`config.mk`:
```
export PLATFORM = sky130hd
export DESIGN_NAME = ptw_walker
export DESIGN_NICKNAME = d
export VERILOG_FILES = /design/src/rtl/ptw_pkg.sv /design/src/rtl/ptw_l1_decode.sv /design/src/rtl/ptw_l2_decode.sv /design/src/rtl/ptw_ctrl.sv /design/src/rtl/ptw_walker.sv
export SDC_FILE = /design/constraint.sdc
export NUM_CORES = 1
export LEC_CHECK = 0
export BUFFER_PORTS_ARGS = -buffer_cell sky130_fd_sc_hd__buf_2
export CELL_PAD_IN_SITES_DETAIL_PLACEMENT = 1
export CELL_PAD_IN_SITES_GLOBAL_PLACEMENT = 1
export CORE_MARGIN = 2
export CORE_UTILIZATION = 25
export CTS_CLUSTER_DIAMETER = 60
export DETAILED_ROUTE_END_ITERATION = 7
export HOLD_SLACK_MARGIN = 0.15
export PLACE_DENSITY_LB_ADDON = 0.12
export RECOVER_POWER = 25
export SYNTH_ARGS = -nofsm -noshare
export SYNTH_HDL_FRONTEND = slang
export SYNTH_SLANG_ARGS = --single-unit
```
`constraint.sdc`:
```
create_clock -name clk_i -period 3.5 [get_ports clk_i]
set_input_delay 0.525 -clock clk_i [delete_from_list [all_inputs] [get_ports clk_i]]
set_output_delay 0.525 -clock clk_i [all_outputs]
set_load 0.05 [all_outputs]
```
`src/rtl/ptw_pkg.sv`:
```
package ptw_pkg;
  localparam int FAULT_W = 4;
  localparam logic [FAULT_W-1:0] FC_WALK_ERR = FAULT_W'(0);
  localparam logic [FAULT_W-1:0] FC_PAGE     = FAULT_W'(1);

  typedef enum logic [1:0] {L1K_FAULT, L1K_TABLE, L1K_SECTION} l1_kind_e;
  typedef enum logic [1:0] {L2K_FAULT, L2K_LARGE, L2K_SMALL}   l2_kind_e;
  typedef enum logic [1:0] {SZ_1M = 2'd0, SZ_64K = 2'd1, SZ_4K = 2'd2} pg_size_e;

  typedef enum logic [2:0] {
    S_IDLE, S_L1_REQ, S_L1_WAIT, S_L2_REQ, S_L2_WAIT, S_DONE
  } walk_state_e;
endpackage

```
`src/rtl/ptw_l1_decode.sv`:
```
module ptw_l1_decode
  import ptw_pkg::*;
#(
  parameter int PA_W        = 36,
  parameter int DESC_W      = 32,
  parameter int PA_SHIFT    = 4,
  parameter int SECT_ORDER  = 20,
  parameter int SPAGE_ORDER = 12,
  parameter int L2_ALIGN    = 6,
  parameter int IDX_SHIFT   = 2,
  parameter int SHARE_BIT   = 6
) (
  input  logic [DESC_W-1:0]     desc_i,
  input  logic [SECT_ORDER-1:0] off_i,
  output l1_kind_e              kind_o,
  output logic [PA_W-1:0]       pa_o,
  output logic [PA_W-1:0]       l2_addr_o,
  output logic                  share_o
);
  localparam logic [PA_W-1:0] OFF_MASK   = PA_W'((64'd1 << SECT_ORDER) - 64'd1);
  localparam logic [PA_W-1:0] ALIGN_MASK = PA_W'((64'd1 << (L2_ALIGN + PA_SHIFT)) - 64'd1);

  logic [PA_W-1:0] desc_pa;
  assign desc_pa   = PA_W'(desc_i) << PA_SHIFT;
  assign pa_o      = (desc_pa & ~OFF_MASK) | (PA_W'(off_i) & OFF_MASK);
  assign l2_addr_o = (desc_pa & ~ALIGN_MASK)
                   + (PA_W'(off_i[SECT_ORDER-1:SPAGE_ORDER]) << IDX_SHIFT);
  assign share_o   = desc_i[SHARE_BIT];

  always_comb begin
    unique case (desc_i[2:0])
      3'd1:    kind_o = L1K_TABLE;
      3'd2:    kind_o = L1K_SECTION;
      default: kind_o = L1K_FAULT;
    endcase
  end
endmodule

```
`src/rtl/ptw_l2_decode.sv`:
```
module ptw_l2_decode
  import ptw_pkg::*;
#(
  parameter int PA_W        = 36,
  parameter int DESC_W      = 32,
  parameter int PA_SHIFT    = 4,
  parameter int LPAGE_ORDER = 16,
  parameter int SPAGE_ORDER = 12,
  parameter int SHARE_BIT   = 4
) (
  input  logic [DESC_W-1:0]      desc_i,
  input  logic [LPAGE_ORDER-1:0] off_i,
  output l2_kind_e               kind_o,
  output logic [PA_W-1:0]        pa_o,
  output pg_size_e               size_o,
  output logic                   share_o
);
  localparam logic [PA_W-1:0] LMASK = PA_W'((64'd1 << LPAGE_ORDER) - 64'd1);
  localparam logic [PA_W-1:0] SMASK = PA_W'((64'd1 << SPAGE_ORDER) - 64'd1);

  logic [PA_W-1:0] desc_pa, off_pa;
  assign desc_pa = PA_W'(desc_i) << PA_SHIFT;
  assign off_pa  = PA_W'(off_i);
  assign share_o = desc_i[SHARE_BIT];

  always_comb begin
    unique case (desc_i[1:0])
      2'd1:    kind_o = L2K_LARGE;
      2'd2:    kind_o = L2K_SMALL;
      default: kind_o = L2K_FAULT;
    endcase
    if (kind_o == L2K_LARGE) begin
      pa_o   = (desc_pa & ~LMASK) | (off_pa & LMASK);
      size_o = SZ_64K;
    end else begin
      pa_o   = (desc_pa & ~SMASK) | (off_pa & SMASK);
      size_o = SZ_4K;
    end
  end
endmodule

```
`src/rtl/ptw_ctrl.sv`:
```
module ptw_ctrl
  import ptw_pkg::*;
#(
  parameter int VA_W       = 36,
  parameter int PA_W       = 36,
  parameter int SECT_ORDER = 20,
  parameter int IDX_SHIFT  = 2
) (
  input  logic               clk_i,
  input  logic               rst_ni,
  input  logic [PA_W-1:0]    l1_base_i,
  input  logic               req_valid_i,
  output logic               req_ready_o,
  input  logic [VA_W-1:0]    req_iova_i,
  output logic [VA_W-1:0]    iova_o,
  output logic               mem_req_valid_o,
  input  logic               mem_req_ready_i,
  output logic [PA_W-1:0]    mem_req_addr_o,
  input  logic               mem_rsp_valid_i,
  output logic               mem_rsp_ready_o,
  input  logic               mem_rsp_err_i,
  input  l1_kind_e           l1_kind_i,
  input  logic [PA_W-1:0]    l1_pa_i,
  input  logic [PA_W-1:0]    l2_addr_i,
  input  logic               l1_share_i,
  input  l2_kind_e           l2_kind_i,
  input  logic [PA_W-1:0]    l2_pa_i,
  input  pg_size_e           l2_size_i,
  input  logic               l2_share_i,
  output logic               rsp_valid_o,
  input  logic               rsp_ready_i,
  output logic [PA_W-1:0]    rsp_pa_o,
  output pg_size_e           rsp_size_o,
  output logic               rsp_share_o,
  output logic               rsp_fault_o,
  output logic [FAULT_W-1:0] rsp_fault_code_o
);
  walk_state_e        state_q;
  logic [VA_W-1:0]    iova_q;
  logic [PA_W-1:0]    base_q, l2_addr_q, l1_addr;

  assign l1_addr = base_q + (PA_W'(iova_q[VA_W-1:SECT_ORDER]) << IDX_SHIFT);

  assign iova_o          = iova_q;
  assign req_ready_o     = (state_q == S_IDLE);
  assign mem_req_valid_o = (state_q == S_L1_REQ) || (state_q == S_L2_REQ);
  assign mem_rsp_ready_o = (state_q == S_L1_WAIT) || (state_q == S_L2_WAIT);
  assign mem_req_addr_o  = (state_q == S_L2_REQ) ? l2_addr_q : l1_addr;
  assign rsp_valid_o     = (state_q == S_DONE);

  always_ff @(posedge clk_i or negedge rst_ni) begin
    if (!rst_ni) begin
      state_q          <= S_IDLE;
      iova_q           <= '0;
      base_q           <= '0;
      l2_addr_q        <= '0;
      rsp_pa_o         <= '0;
      rsp_size_o       <= SZ_1M;
      rsp_share_o      <= 1'b0;
      rsp_fault_o      <= 1'b0;
      rsp_fault_code_o <= '0;
    end else begin
      unique case (state_q)
        S_IDLE: if (req_valid_i) begin
          iova_q  <= req_iova_i;
          base_q  <= l1_base_i;
          state_q <= S_L1_REQ;
        end
        S_L1_REQ: if (mem_req_ready_i) state_q <= S_L1_WAIT;
        S_L1_WAIT: if (mem_rsp_valid_i) begin
          rsp_pa_o    <= '0;
          rsp_size_o  <= SZ_1M;
          rsp_share_o <= 1'b0;
          if (mem_rsp_err_i) begin
            rsp_fault_o      <= 1'b1;
            rsp_fault_code_o <= FC_WALK_ERR;
            state_q          <= S_DONE;
          end else if (l1_kind_i == L1K_SECTION) begin
            rsp_pa_o         <= l1_pa_i;
            rsp_share_o      <= l1_share_i;
            rsp_fault_o      <= 1'b0;
            rsp_fault_code_o <= '0;
            state_q          <= S_DONE;
          end else if (l1_kind_i == L1K_TABLE) begin
            l2_addr_q <= l2_addr_i;
            state_q   <= S_L2_REQ;
          end else begin
            rsp_fault_o      <= 1'b1;
            rsp_fault_code_o <= FC_PAGE;
            state_q          <= S_DONE;
          end
        end
        S_L2_REQ: if (mem_req_ready_i) state_q <= S_L2_WAIT;
        S_L2_WAIT: if (mem_rsp_valid_i) begin
          state_q <= S_DONE;
          if (mem_rsp_err_i || l2_kind_i == L2K_FAULT) begin
            rsp_pa_o         <= '0;
            rsp_size_o       <= SZ_1M;
            rsp_share_o      <= 1'b0;
            rsp_fault_o      <= 1'b1;
            rsp_fault_code_o <= mem_rsp_err_i ? FC_WALK_ERR : FC_PAGE;
          end else begin
            rsp_pa_o         <= l2_pa_i;
            rsp_size_o       <= l2_size_i;
            rsp_share_o      <= l2_share_i;
            rsp_fault_o      <= 1'b0;
            rsp_fault_code_o <= '0;
          end
        end
        S_DONE: if (rsp_ready_i) state_q <= S_IDLE;
        default: state_q <= S_IDLE;
      endcase
    end
  end

  // idle excludes any pending read or result
  assert_idle_quiet_R1: assert property (@(posedge clk_i) disable iff (!rst_ni)
    req_ready_o |-> (!mem_req_valid_o && !rsp_valid_o));

  // read request held until accepted
  assert_mem_req_hold_R10: assert property (@(posedge clk_i) disable iff (!rst_ni)
    (mem_req_valid_o && !mem_req_ready_i) |=> (mem_req_valid_o && $stable(mem_req_addr_o)));

  // result held until taken
  assert_rsp_hold_R9: assert property (@(posedge clk_i) disable iff (!rst_ni)
    (rsp_valid_o && !rsp_ready_i) |=> (rsp_valid_o && $stable(rsp_pa_o) && $stable(rsp_fault_o)
      && $stable(rsp_fault_code_o) && $stable(rsp_share_o) && $stable(rsp_size_o) && $stable(iova_o)));

  // error response maps to walk access fault
  assert_err_fault_R8: assert property (@(posedge clk_i) disable iff (!rst_ni)
    (mem_rsp_ready_o && mem_rsp_valid_i && mem_rsp_err_i) |=>
      (rsp_valid_o && rsp_fault_o && rsp_fault_code_o == FC_WALK_ERR));

  // section result carries the IOVA offset
  assert_section_offset_R3: assert property (@(posedge clk_i) disable iff (!rst_ni)
    (state_q == S_L1_WAIT && mem_rsp_valid_i && !mem_rsp_err_i && l1_kind_i == L1K_SECTION) |=>
      (rsp_valid_o && !rsp_fault_o && rsp_pa_o[SECT_ORDER-1:0] == iova_q[SECT_ORDER-1:0]));

  // no read issued directly after a result is produced
  assert_no_fetch_after_result_R7: assert property (@(posedge clk_i) disable iff (!rst_ni)
    $rose(rsp_valid_o) |-> !mem_req_valid_o);
endmodule

```
`src/rtl/ptw_walker.sv`:
```
module ptw_walker
  import ptw_pkg::*;
#(
  parameter int VA_W        = 36,
  parameter int PA_W        = 36,
  parameter int DESC_W      = 32,
  parameter int PA_SHIFT    = 4,
  parameter int SECT_ORDER  = 20,
  parameter int LPAGE_ORDER = 16,
  parameter int SPAGE_ORDER = 12,
  parameter int L2_ALIGN    = 6
) (
  input  logic               clk_i,
  input  logic               rst_ni,
  input  logic [PA_W-1:0]    l1_base_i,
  input  logic               req_valid_i,
  output logic               req_ready_o,
  input  logic [VA_W-1:0]    req_iova_i,
  output logic               mem_req_valid_o,
  input  logic               mem_req_ready_i,
  output logic [PA_W-1:0]    mem_req_addr_o,
  input  logic               mem_rsp_valid_i,
  output logic               mem_rsp_ready_o,
  input  logic [DESC_W-1:0]  mem_rsp_data_i,
  input  logic               mem_rsp_err_i,
  output logic               rsp_valid_o,
  input  logic               rsp_ready_i,
  output logic [PA_W-1:0]    rsp_pa_o,
  output logic [1:0]         rsp_size_o,
  output logic               rsp_share_o,
  output logic               rsp_fault_o,
  output logic [FAULT_W-1:0] rsp_fault_code_o,
  output logic [VA_W-1:0]    rsp_iova_o
);
  localparam int IDX_SHIFT = $clog2(DESC_W / 8);

  logic [VA_W-1:0] iova;
  l1_kind_e        l1_kind;
  l2_kind_e        l2_kind;
  logic [PA_W-1:0] l1_pa, l2_addr, l2_pa;
  logic            l1_share, l2_share;
  pg_size_e        l2_size, size_e;

  ptw_l1_decode #(
    .PA_W(PA_W), .DESC_W(DESC_W), .PA_SHIFT(PA_SHIFT), .SECT_ORDER(SECT_ORDER),
    .SPAGE_ORDER(SPAGE_ORDER), .L2_ALIGN(L2_ALIGN), .IDX_SHIFT(IDX_SHIFT), .SHARE_BIT(6)
  ) u_l1 (
    .desc_i(mem_rsp_data_i), .off_i(iova[SECT_ORDER-1:0]), .kind_o(l1_kind),
    .pa_o(l1_pa), .l2_addr_o(l2_addr), .share_o(l1_share)
  );

  ptw_l2_decode #(
    .PA_W(PA_W), .DESC_W(DESC_W), .PA_SHIFT(PA_SHIFT), .LPAGE_ORDER(LPAGE_ORDER),
    .SPAGE_ORDER(SPAGE_ORDER), .SHARE_BIT(4)
  ) u_l2 (
    .desc_i(mem_rsp_data_i), .off_i(iova[LPAGE_ORDER-1:0]), .kind_o(l2_kind),
    .pa_o(l2_pa), .size_o(l2_size), .share_o(l2_share)
  );

  ptw_ctrl #(
    .VA_W(VA_W), .PA_W(PA_W), .SECT_ORDER(SECT_ORDER), .IDX_SHIFT(IDX_SHIFT)
  ) u_ctrl (
    .clk_i, .rst_ni, .l1_base_i, .req_valid_i, .req_ready_o, .req_iova_i,
    .iova_o(iova), .mem_req_valid_o, .mem_req_ready_i, .mem_req_addr_o,
    .mem_rsp_valid_i, .mem_rsp_ready_o, .mem_rsp_err_i,
    .l1_kind_i(l1_kind), .l1_pa_i(l1_pa), .l2_addr_i(l2_addr), .l1_share_i(l1_share),
    .l2_kind_i(l2_kind), .l2_pa_i(l2_pa), .l2_size_i(l2_size), .l2_share_i(l2_share),
    .rsp_valid_o, .rsp_ready_i, .rsp_pa_o, .rsp_size_o(size_e), .rsp_share_o,
    .rsp_fault_o, .rsp_fault_code_o
  );

  assign rsp_size_o = size_e;
  assign rsp_iova_o = iova;
endmodule

```
==> results of run 1 <==
state kept, by name, summed over array words and instances (netlist names):
register	cells
u_ctrl.iova_o	36
u_ctrl.rsp_pa_o	36
u_ctrl.rsp_fault_code_o	1
u_ctrl.l2_addr_q	34
u_ctrl.base_q	36
u_ctrl.state_q	3
u_ctrl.rsp_size_o	2
u_ctrl.rsp_fault_o	1
u_ctrl.rsp_share_o	1
cell type report:
cell class | instances | area [um^2] | area share, %
diodes | 1 | 2.50 | 0.0255
flip-flops and latches | 150 | 3750 | 38.3
inverters | 7 | 26.3 | 0.268
repair buffers | 245 | 1340 | 13.7
multi-input cells | 441 | 3590 | 36.6
clock buffers | 17 | 425 | 4.34
well taps | 384 | 480 | 4.90
clock inverters | 15 | 189 | 1.93
routing by layer:
metal	vias to the layer above	wire (um)	global-route usage [%]
li1	2730	-	-
met1	2907	10900	21.1
met2	157	11300	25.2
met3	19	1380	3.92
met4	0	288	4.34
met5	-	0	0
synthesized netlist by cell type (all sizes together) (2+ instances only):
cell,instances,area (um^2)
xnor2,9,78.8
a31oi,4,25.0
xor2,20,175
a21oi,37,189
o21ai,35,179
ha,19,238
a21boi,2,15.0
buf,20,121
o211ai,4,30.0
nor3,2,10.0
and3,5,32.5
a21o,5,37.5
a32o,3,30.0
nand2b,3,26.3
nor4,3,25.0
inv,7,26.3
o21a,2,15.0
nor2,35,139
nand3,10,50.1
a211oi,5,50.1
clkbuf,15,76.3
nand2,56,213
dfrtp,150,3750
a22o,28,245
and2,6,38.8
mux2,108,1220
nor2b,4,25.0
a311oi,2,17.5
nand4,5,31.3
a22oi,9,67.6
o21bai,3,22.5
critical path, delay by kind of cell, from the launching register on:
family	cells	cell delay (ns)
AND/OR/NAND/NOR	3	0.60
flip-flops	1	0.41
AO/OA/AOI/OAI	3	0.78
buffers and inverters	1	0.19
adder cells (fa/ha/maj)	1	0.44
through the flow:
stage                     area (um^2)  setup WS (ns)  hold WS, ns
after floorplan                  7360         0.0302        0.229
after global placement           8910          0.160        0.461
after detailed placement         8910         0.0501        0.487
after CTS                        9660        0.00171        0.294
after global routing             9810       -0.00834        0.297
final                            9810          0.149        0.317
cells by family after synthesis:
kind of cell / synth area share, %
XOR/XNOR: 3.46
flip-flops: 51.2
AO/OA/AOI/OAI: 13.3
AND/OR/NAND/NOR: 8.85
buffers and inverters: 3.05
adder cells (fa/ha/maj): 3.51
multiplexers: 16.6
other: 0.0511
path summary, 6_finish.rpt:
kind | to | slack [ns]
min in group asynchronous | u_ctrl.iova_o[26]$_DFFE_PN0P_ | 1.09
min | u_ctrl.iova_o[27]$_DFFE_PN0P_ | 0.32
max | mem_req_addr_o[30] | 0.15
min reg2reg | u_ctrl.rsp_fault_code_o[0]$_DFFE_PN0P_ | 0.50
max in group asynchronous | u_ctrl.iova_o[31]$_DFFE_PN0P_ | 0.67
max reg2reg | u_ctrl.rsp_pa_o[31]$_DFFE_PN0P_ | 0.88
timing repair:
item                                   in CTS  in global routing
pin swaps                                   6                 15
resized for setup                          24                 36
endpoints found under the hold margin      65                  0
setup endpoints to repair                  19                 19
buffers inserted                            4                  3
hold buffers                                1                  0
==> flow_summary_export.csv, run 1 <==
group,metric,value,unit
run_status,status,"finished with violations",
run_status,violations,"max-capacitance violations, max-slew violations",
sta,rsz0062_at_grt,"true",
yosys,syn-instance-count,631,
clock_tree,clockBufferDepth,2,
drt,via_per_inst,4.61,
clock_tree,h-tree-depth,4,
setup_path,path_class,"flip-flop to output pin",
clock_tree,cts-root-buf,"clkbuf_16",
placed_design,hpwl,17900,um
yosys,synth-seq-cells,150,
setup_path,crit_fanout,6,
clock_tree,clk_pin_slew_worst_paths,0.08,ns
setup_path,worstPathRequired,2.97,ns
global_route,grt_antenna_before_repair,2,
sta,fin_crit,3.35,ns
clock_tree,clock-sinks,150,
placed_design,dp_cells,1219,
setup_path,worstSetupEndpointType,"output pin",
min_path,min-delay-start,"req_iova_i[27]",
die,die_x,175,um
yosys,synthFlopType,"dfrtp_1",
placed_design,routabilityCongestion,0.782,
sta,fin_tns_setup,0,ns
clock_tree,cts_tree,"done",
drt,vias,5813,
setup_path,ff2ff_path_depth,7,
cells_and_area,final_common_cell,"buf_2",
cells_and_area,drive_gt1_share,49.5,%
die,initial_utilization,25.5,%
drt,antenna_left,0,
min_path,hp-class,"input port to flip-flop",
run,maxCapViolations,1,
setup_path,worstSetupStartpointType,"flip-flop",
global_route,overflow,0,
global_route,grt_pass1_wl,37100,um
sta,relSlewSlack,-18.1,%
yosys,ys.warnings.count,0,
setup_path,startpoint,"u_ctrl.iova_o[33]$_DFFE_PN0P_",
cells_and_area,utilization,34.1,%
cells_and_area,fin_cells,1260,
yosys,synth_cell_types,59,
cells_and_area,area_growth_syn_to_layout,33.8,%
drt,drtPass1Iterations,4,
cells_and_area,fillerInstances,3217,
yosys,synth_edf_count,0,
placed_design,io_buffers,225,
sta,tightest_slew,1.77,ns
sta,setup_viol,0,
drt,drc_errors,0,
clock_tree,clock_latency,0.43,ns
yosys,syn-cell-area,7340,um^2
die,rows,62,
sta,finClkSkew,0.0130,ns
sta,fmax,298,MHz
die,die_area,30700,um^2
global_route,grt_pass1_vias,6179,
min_path,min_path_cells,2,
setup_path,cpMaxStageDelayCell,"ha_1",
yosys,ys_seq_area_share,51.2,%
drt,wl,23900,um
setup_path,crit_chain,"ha_1, nand2_1, o21a_2, a211oi_4, nand2_2, or3_1, a31oi_2, buf_6",
cells_and_area,num-nets-final,993,
sta,hold_viol,0,
setup_path,r2r-start,"u_ctrl.state_q[1]$_DFFE_PN0P_",
sta,drv_slew,68,
die,io_pins,231,
die,core_area,28800,um^2
yosys,syn_avg_cell_area,11.6,um^2
drt,wl_per_cell,18.9,um
drt,first_iter_violations,210,
setup_path,max_stage_delay,0.44,ns
setup_path,cp.arrival,2.83,ns
clock_tree,cts_inserted_buffers,17,
global_route,grt_max_degree,68,
global_route,grt_usage,15.7,%
cells_and_area,layout_common_cells,"213 x buf_2, 149 x dfrtp_1, 108 x mux2_2, 53 x nand2_1, 33 x nor2_1",
sta,finalCritPeriodShare,95.7,%
die,fp.dieH,175,um
yosys,async_reset_ff_share,100,%
Power of run 1 is left out: the tool's default activity adds up to more than one toggle a clock period on the data nets, which glitch-free logic cannot reach.
==> inputs of run 2 (changes only) <==
CORE_UTILIZATION = 35   (was 25)
==> run 2 against run 1 <==
Register-to-register slack improved by 0.07 ns. Via count rose by 0.15%. Final area fell by 2.6%. Sequential share of layout area rose by 1.0 points. Fmax decreased by 1.3%. Core utilization is 13 points higher. The run still ends with max-capacitance violations, max-slew violations left. Setup slack got worse by 0.046 ns. Final cell count is 9.1% lower. Die area down 28%.
==> flow_summary_export.csv, run 2 (synthesized netlist as in run 1, its figures left out) <==
group,metric,value,unit
sta,fmax,294,MHz
clock_tree,cts-root-buf,"clkbuf_16",
die,initial_utilization,35.9,%
die,rows,52,
setup_path,worstSetupStartpointType,"flip-flop",
clock_tree,cts_tree,"done",
clock_tree,clock_latency,0.43,ns
sta,rsz0062_at_grt,"true",
cells_and_area,num-nets-final,993,
drt,first_iter_violations,152,
cells_and_area,layout_common_cells,"190 x buf_2, 150 x dfrtp_1, 108 x mux2_2, 54 x nand2_1, 34 x nor2_1",
clock_tree,cts_inserted_buffers,17,
sta,drv_slew,77,
drt,wl_per_cell,19.0,um
min_path,min-delay-start,"req_iova_i[1]",
setup_path,r2r-end,"u_ctrl.rsp_pa_o[10]$_DFFE_PN0P_",
global_route,grt_max_degree,78,
die,io_pins,231,
setup_path,crit_top_cell,"o21ai_1",
min_path,min_path_cells,2,
setup_path,max_stage_delay,0.40,ns
setup_path,worstSetupEndpointType,"output pin",
global_route,grt_usage,19.7,%
die,die_area,22100,um^2
clock_tree,h-tree-depth,4,
sta,setup_viol,0,
drt,wl,21700,um
setup_path,path_class,"flip-flop to output pin",
min_path,hp-class,"input port to flip-flop",
placed_design,dp_slack,0.224,ns
global_route,grt_pass1_wl,34000,um
global_route,overflow,0,
sta,relSlewSlack,-31.9,%
die,fp.dieH,149,um
die,die_x,149,um
sta,fin_ws,0.103,ns
cells_and_area,drive_gt1_share,45.7,%
global_route,grt_antenna_before_repair,0,
drt,vias,5822,
clock_tree,clockBufferDepth,2,
sta,finClkSkew,0.00823,ns
setup_path,r2r-start,"u_ctrl.state_q[1]$_DFFE_PN0P_",
setup_path,worstPathRequired,2.97,ns
sta,tightest_slew,1.98,ns
setup_path,crit_fanout,4,
placed_design,io_buffers,225,
setup_path,rrSetupSlack,0.95,ns
run,maxCapViolations,1,
run_status,status,"finished with violations",
drt,drc_errors,0,
placed_design,hpwl,16200,um
clock_tree,clk_pin_slew_worst_paths,0.07,ns
placed_design,routabilityCongestion,0.801,
sta,fin_crit,3.40,ns
setup_path,cpMaxStageDelayCell,"dfrtp_1",
drt,antenna_left,0,
cells_and_area,fillerInstances,2270,
drt,drtPass1Iterations,4,
cells_and_area,area_growth_syn_to_layout,30.3,%
min_path,hold_end,"u_ctrl.iova_o[1]$_DFFE_PN0P_",
die,core_area,20400,um^2
setup_path,ff2ff_path_depth,7,
setup_path,cp.arrival,2.87,ns
global_route,grt_pass1_vias,6261,
sta,hold_viol,0,
clock_tree,clock-sinks,150,
drt,via_per_inst,5.08,
sta,finalCritPeriodShare,97.1,%
run_status,violations,"max-capacitance violations, max-slew violations",
cells_and_area,final_common_cell,"buf_2",
setup_path,crit_chain,"ha_1, nand2_1, nor3b_2, o21ai_1, a21oi_2, o21ai_0, xor2_1, o21ai_1, buf_2",
cells_and_area,diodes,0,
[run 2: changes by cell type in the layout (fill, tap and decap cells not counted), moves of 2 or more]
cell,previous run,this run
a21oi_1,29,31
buf_2,213,190
buf_4,21,19
clkbuf_1,0,27
clkbuf_4,4,2
clkinv_4,2,0
clkinv_8,4,1
clkinvlp_4,0,4
inv_12,2,0
inv_8,5,7
o21ai_1,14,12
[run 2: routing by layer]
layer | global-route usage (%) | share of wire, %
met1 | 26.9 | 47
met2 | 31.6 | 46
met3 | 5.05 | 5.3
met4 | 4.90 | 1.3
met5 | 0 | 0
[run 2: worst max path at each step]
stage                                  startpoint  slack [ns]                  to
floorplan           u_ctrl.iova_o[20]$_DFFE_PN0P_        0.03  mem_req_addr_o[12]
global placement    u_ctrl.iova_o[20]$_DFFE_PN0P_        0.23  mem_req_addr_o[16]
detailed placement  u_ctrl.iova_o[20]$_DFFE_PN0P_        0.22  mem_req_addr_o[16]
CTS                 u_ctrl.iova_o[31]$_DFFE_PN0P_       0.001  mem_req_addr_o[32]
global route        u_ctrl.iova_o[29]$_DFFE_PN0P_       -0.02  mem_req_addr_o[30]
finish              u_ctrl.iova_o[23]$_DFFE_PN0P_        0.10  mem_req_addr_o[23]
[run 2: stage by stage]
step	utilization [%]	TNS, ns	cell area (um^2)	cells	hold slack (ns)
finish	46.8	0	9560	1145	0.321
detailed placement	42.7	0	8730	1101	0.466
global placement	42.7	0	8730	1101	0.460
global route	46.8	-0.0247	9560	1145	0.308
CTS	46.4	0	9470	1138	0.302
floorplan	-	0	7360	633	0.229
[run 2: worst max-delay path, delay by kind of cell (launching register included)]
kind,cells,cell delay [ns]
buf+inv,1,0.29
simple gates,2,0.42
compound gates,4,0.80
flops,1,0.40
xor+xnor,1,0.17
fa+ha+maj,1,0.36
[run 2: layout make-up]
class                      count  area [um^2]  share of cell area [%]
sequential                   150         3750                    39.3
multi-input combinational    441         3560                    37.2
inverter                       7         26.3                   0.275
clock inverter                15          151                    1.58
timing repair buffer         245         1310                    13.7
tap                          270          338                    3.53
clock buffer                  17          425                    4.45
[run 2: timing repair]
action / in CTS / in global routing
endpoints found under the hold margin: 2 / 0
gates cloned: 0 / 0
hold buffers: 1 / 0
resized for setup: 29 / 16
endpoints found under the setup margin: 15 / 12
pin swaps: 5 / 9
setup buffers: 4 / 7
Power of run 2 is left out for the same reason.
==> inputs of run 3 (changes only) <==
CORE_UTILIZATION = 40   (was 35)
==> run 3 against run 2 <==
The flow still finishes with violations (max-capacitance violations, max-slew violations). Die area is 12% lower. Final cell count shrank 3.7%. Setup slack worse by 0.0060 ns. Non-clock buffer count is 1 lower. Core utilization rose by 6.1 points. Final area is 0.67% lower. Largest cell class unchanged.
==> flow_summary_export.csv, run 3 (synthesized netlist as in run 1, its figures left out) <==
group,metric,value,unit
cells_and_area,diodes,0,
placed_design,routabilityCongestion,0.863,
drt,first_iter_violations,238,
clock_tree,cts-root-buf,"clkbuf_16",
setup_path,r2r-end,"u_ctrl.rsp_pa_o[2]$_DFFE_PN0P_",
die,initial_utilization,40.8,%
cells_and_area,final_common_cell,"buf_2",
clock_tree,h-tree-depth,4,
drt,drc_errors,0,
placed_design,hpwl,15700,um
cells_and_area,area_growth_syn_to_layout,29.4,%
sta,tightest_slew,2.97,ns
die,die_x,139,um
setup_path,rrSetupSlack,0.94,ns
setup_path,worstSetupEndpointType,"output pin",
cells_and_area,num-nets-final,992,
clock_tree,clock_latency,0.43,ns
setup_path,cp.arrival,2.88,ns
min_path,min-delay-start,"l1_base_i[31]",
cells_and_area,layout_common_cells,"216 x buf_2, 150 x dfrtp_1, 108 x mux2_2, 54 x nand2_1, 33 x nor2_1",
drt,antenna_left,0,
global_route,grt_usage,22.1,%
die,io_pins,231,
global_route,grt_max_degree,119,
setup_path,worstSetupStartpointType,"flip-flop",
setup_path,crit_fanout,8,
clock_tree,cts_tree,"done",
clock_tree,hold_buffers,0,
setup_path,ff2ff_path_depth,7,
cells_and_area,drive_gt1_share,49.0,%
sta,hold_ws,0.322,ns
min_path,hp-class,"input port to flip-flop",
setup_path,path_class,"flip-flop to output pin",
global_route,overflow,0,
die,fp.dieH,139,um
sta,finClkSkew,0.0141,ns
placed_design,io_buffers,225,
drt,wl_per_cell,19.4,um
die,core_area,18000,um^2
clock_tree,clk_pin_slew_worst_paths,0.07,ns
run_status,status,"finished with violations",
run,maxCapViolations,1,
setup_path,worstPathRequired,2.97,ns
global_route,grt_pass1_wl,34000,um
setup_path,r2r-start,"u_ctrl.state_q[1]$_DFFE_PN0P_",
drt,drtPass1Iterations,4,
sta,hold_viol,0,
drt,vias,5841,
clock_tree,clockBufferDepth,2,
min_path,hold_end,"u_ctrl.base_q[31]$_DFFE_PN0P_",
sta,finalCritPeriodShare,97.2,%
clock_tree,cts_inserted_buffers,17,
clock_tree,clock-sinks,150,
sta,fin_crit,3.40,ns
min_path,min_path_cells,3,
die,die_area,19400,um^2
sta,drv_slew,119,
drt,via_per_inst,5.30,
global_route,grt_pass1_vias,6138,
global_route,grt_antenna_before_repair,0,
sta,setup_viol,0,
sta,fmax,294,MHz
drt,wl,21400,um
sta,relSlewSlack,-98.0,%
die,rows,49,
run_status,violations,"max-capacitance violations, max-slew violations",
## run 3: per-layer routing
layer	wire (um)	share of wire, %	up-vias	track usage [%]
met5	0	0	-	0
met4	324	1.5	0	6.27
met3	1270	5.9	25	4.89
met2	9970	47	186	35.0
met1	9860	46	2899	30.7
li1	-	-	2731	-
## run 3: final cells by class
type / instances / area [um^2]
Clock buffer: 17 / 425
Clock inverter: 15 / 174
Fill cell: 1958 / 8470
Inverter: 7 / 26.3
Multi-Input combinational cell: 441 / 3540
Sequential cell: 150 / 3750
Tap cell: 229 / 287
Timing Repair Buffer: 244 / 1290
## run 3: metrics by stage
stage / TNS [ns] / cell area, um^2 / std cells / utilization, % / setup slack (ns)
2_1_floorplan: 0 / 7360 / 633 / - / 0.0302
3_3_place_gp: 0 / 8670 / 1063 / 48.2 / 0.268
3_5_place_dp: 0 / 8670 / 1063 / 48.2 / 0.239
4_1_cts: -0.0109 / 9330 / 1099 / 51.9 / -0.0109
5_1_grt: -0.0717 / 9500 / 1103 / 52.9 / -0.0526
6_report: 0 / 9500 / 1103 / 52.9 / 0.0971
## run 3: how the worst max path moves through the flow
stage                                        from                  to  slack (ns)  cells past startpoint
finish              u_ctrl.iova_o[30]$_DFFE_PN0P_  mem_req_addr_o[26]         0.1                     10
global route        u_ctrl.iova_o[30]$_DFFE_PN0P_  mem_req_addr_o[26]       -0.05                     10
floorplan           u_ctrl.iova_o[20]$_DFFE_PN0P_  mem_req_addr_o[12]        0.03                      8
global placement    u_ctrl.iova_o[20]$_DFFE_PN0P_  mem_req_addr_o[20]        0.27                     10
detailed placement  u_ctrl.iova_o[20]$_DFFE_PN0P_  mem_req_addr_o[20]        0.24                     10
CTS                 u_ctrl.iova_o[29]$_DFFE_PN0P_  mem_req_addr_o[30]       -0.01                      9
## run 3: worst max-delay path: stages (launching register included)
cell and delay (ns):
dfrtp_1 0.44, ha_4 0.35, nand4_1 0.21, nor2_2 0.20, a21oi_2 0.11, a211oi_4 0.30, buf_4 0.18, nand3_1 0.11
xor2_2 0.18, a21oi_1 0.16, buf_4 0.21
## run 3: what timing repair did
item / CTS / global route
buffers inserted: 4 / 4
pin swaps: 2 / 9
endpoints found under the setup margin: 13 / 20
resized for setup: 15 / 30
Power of run 3 is left out for the same reason.
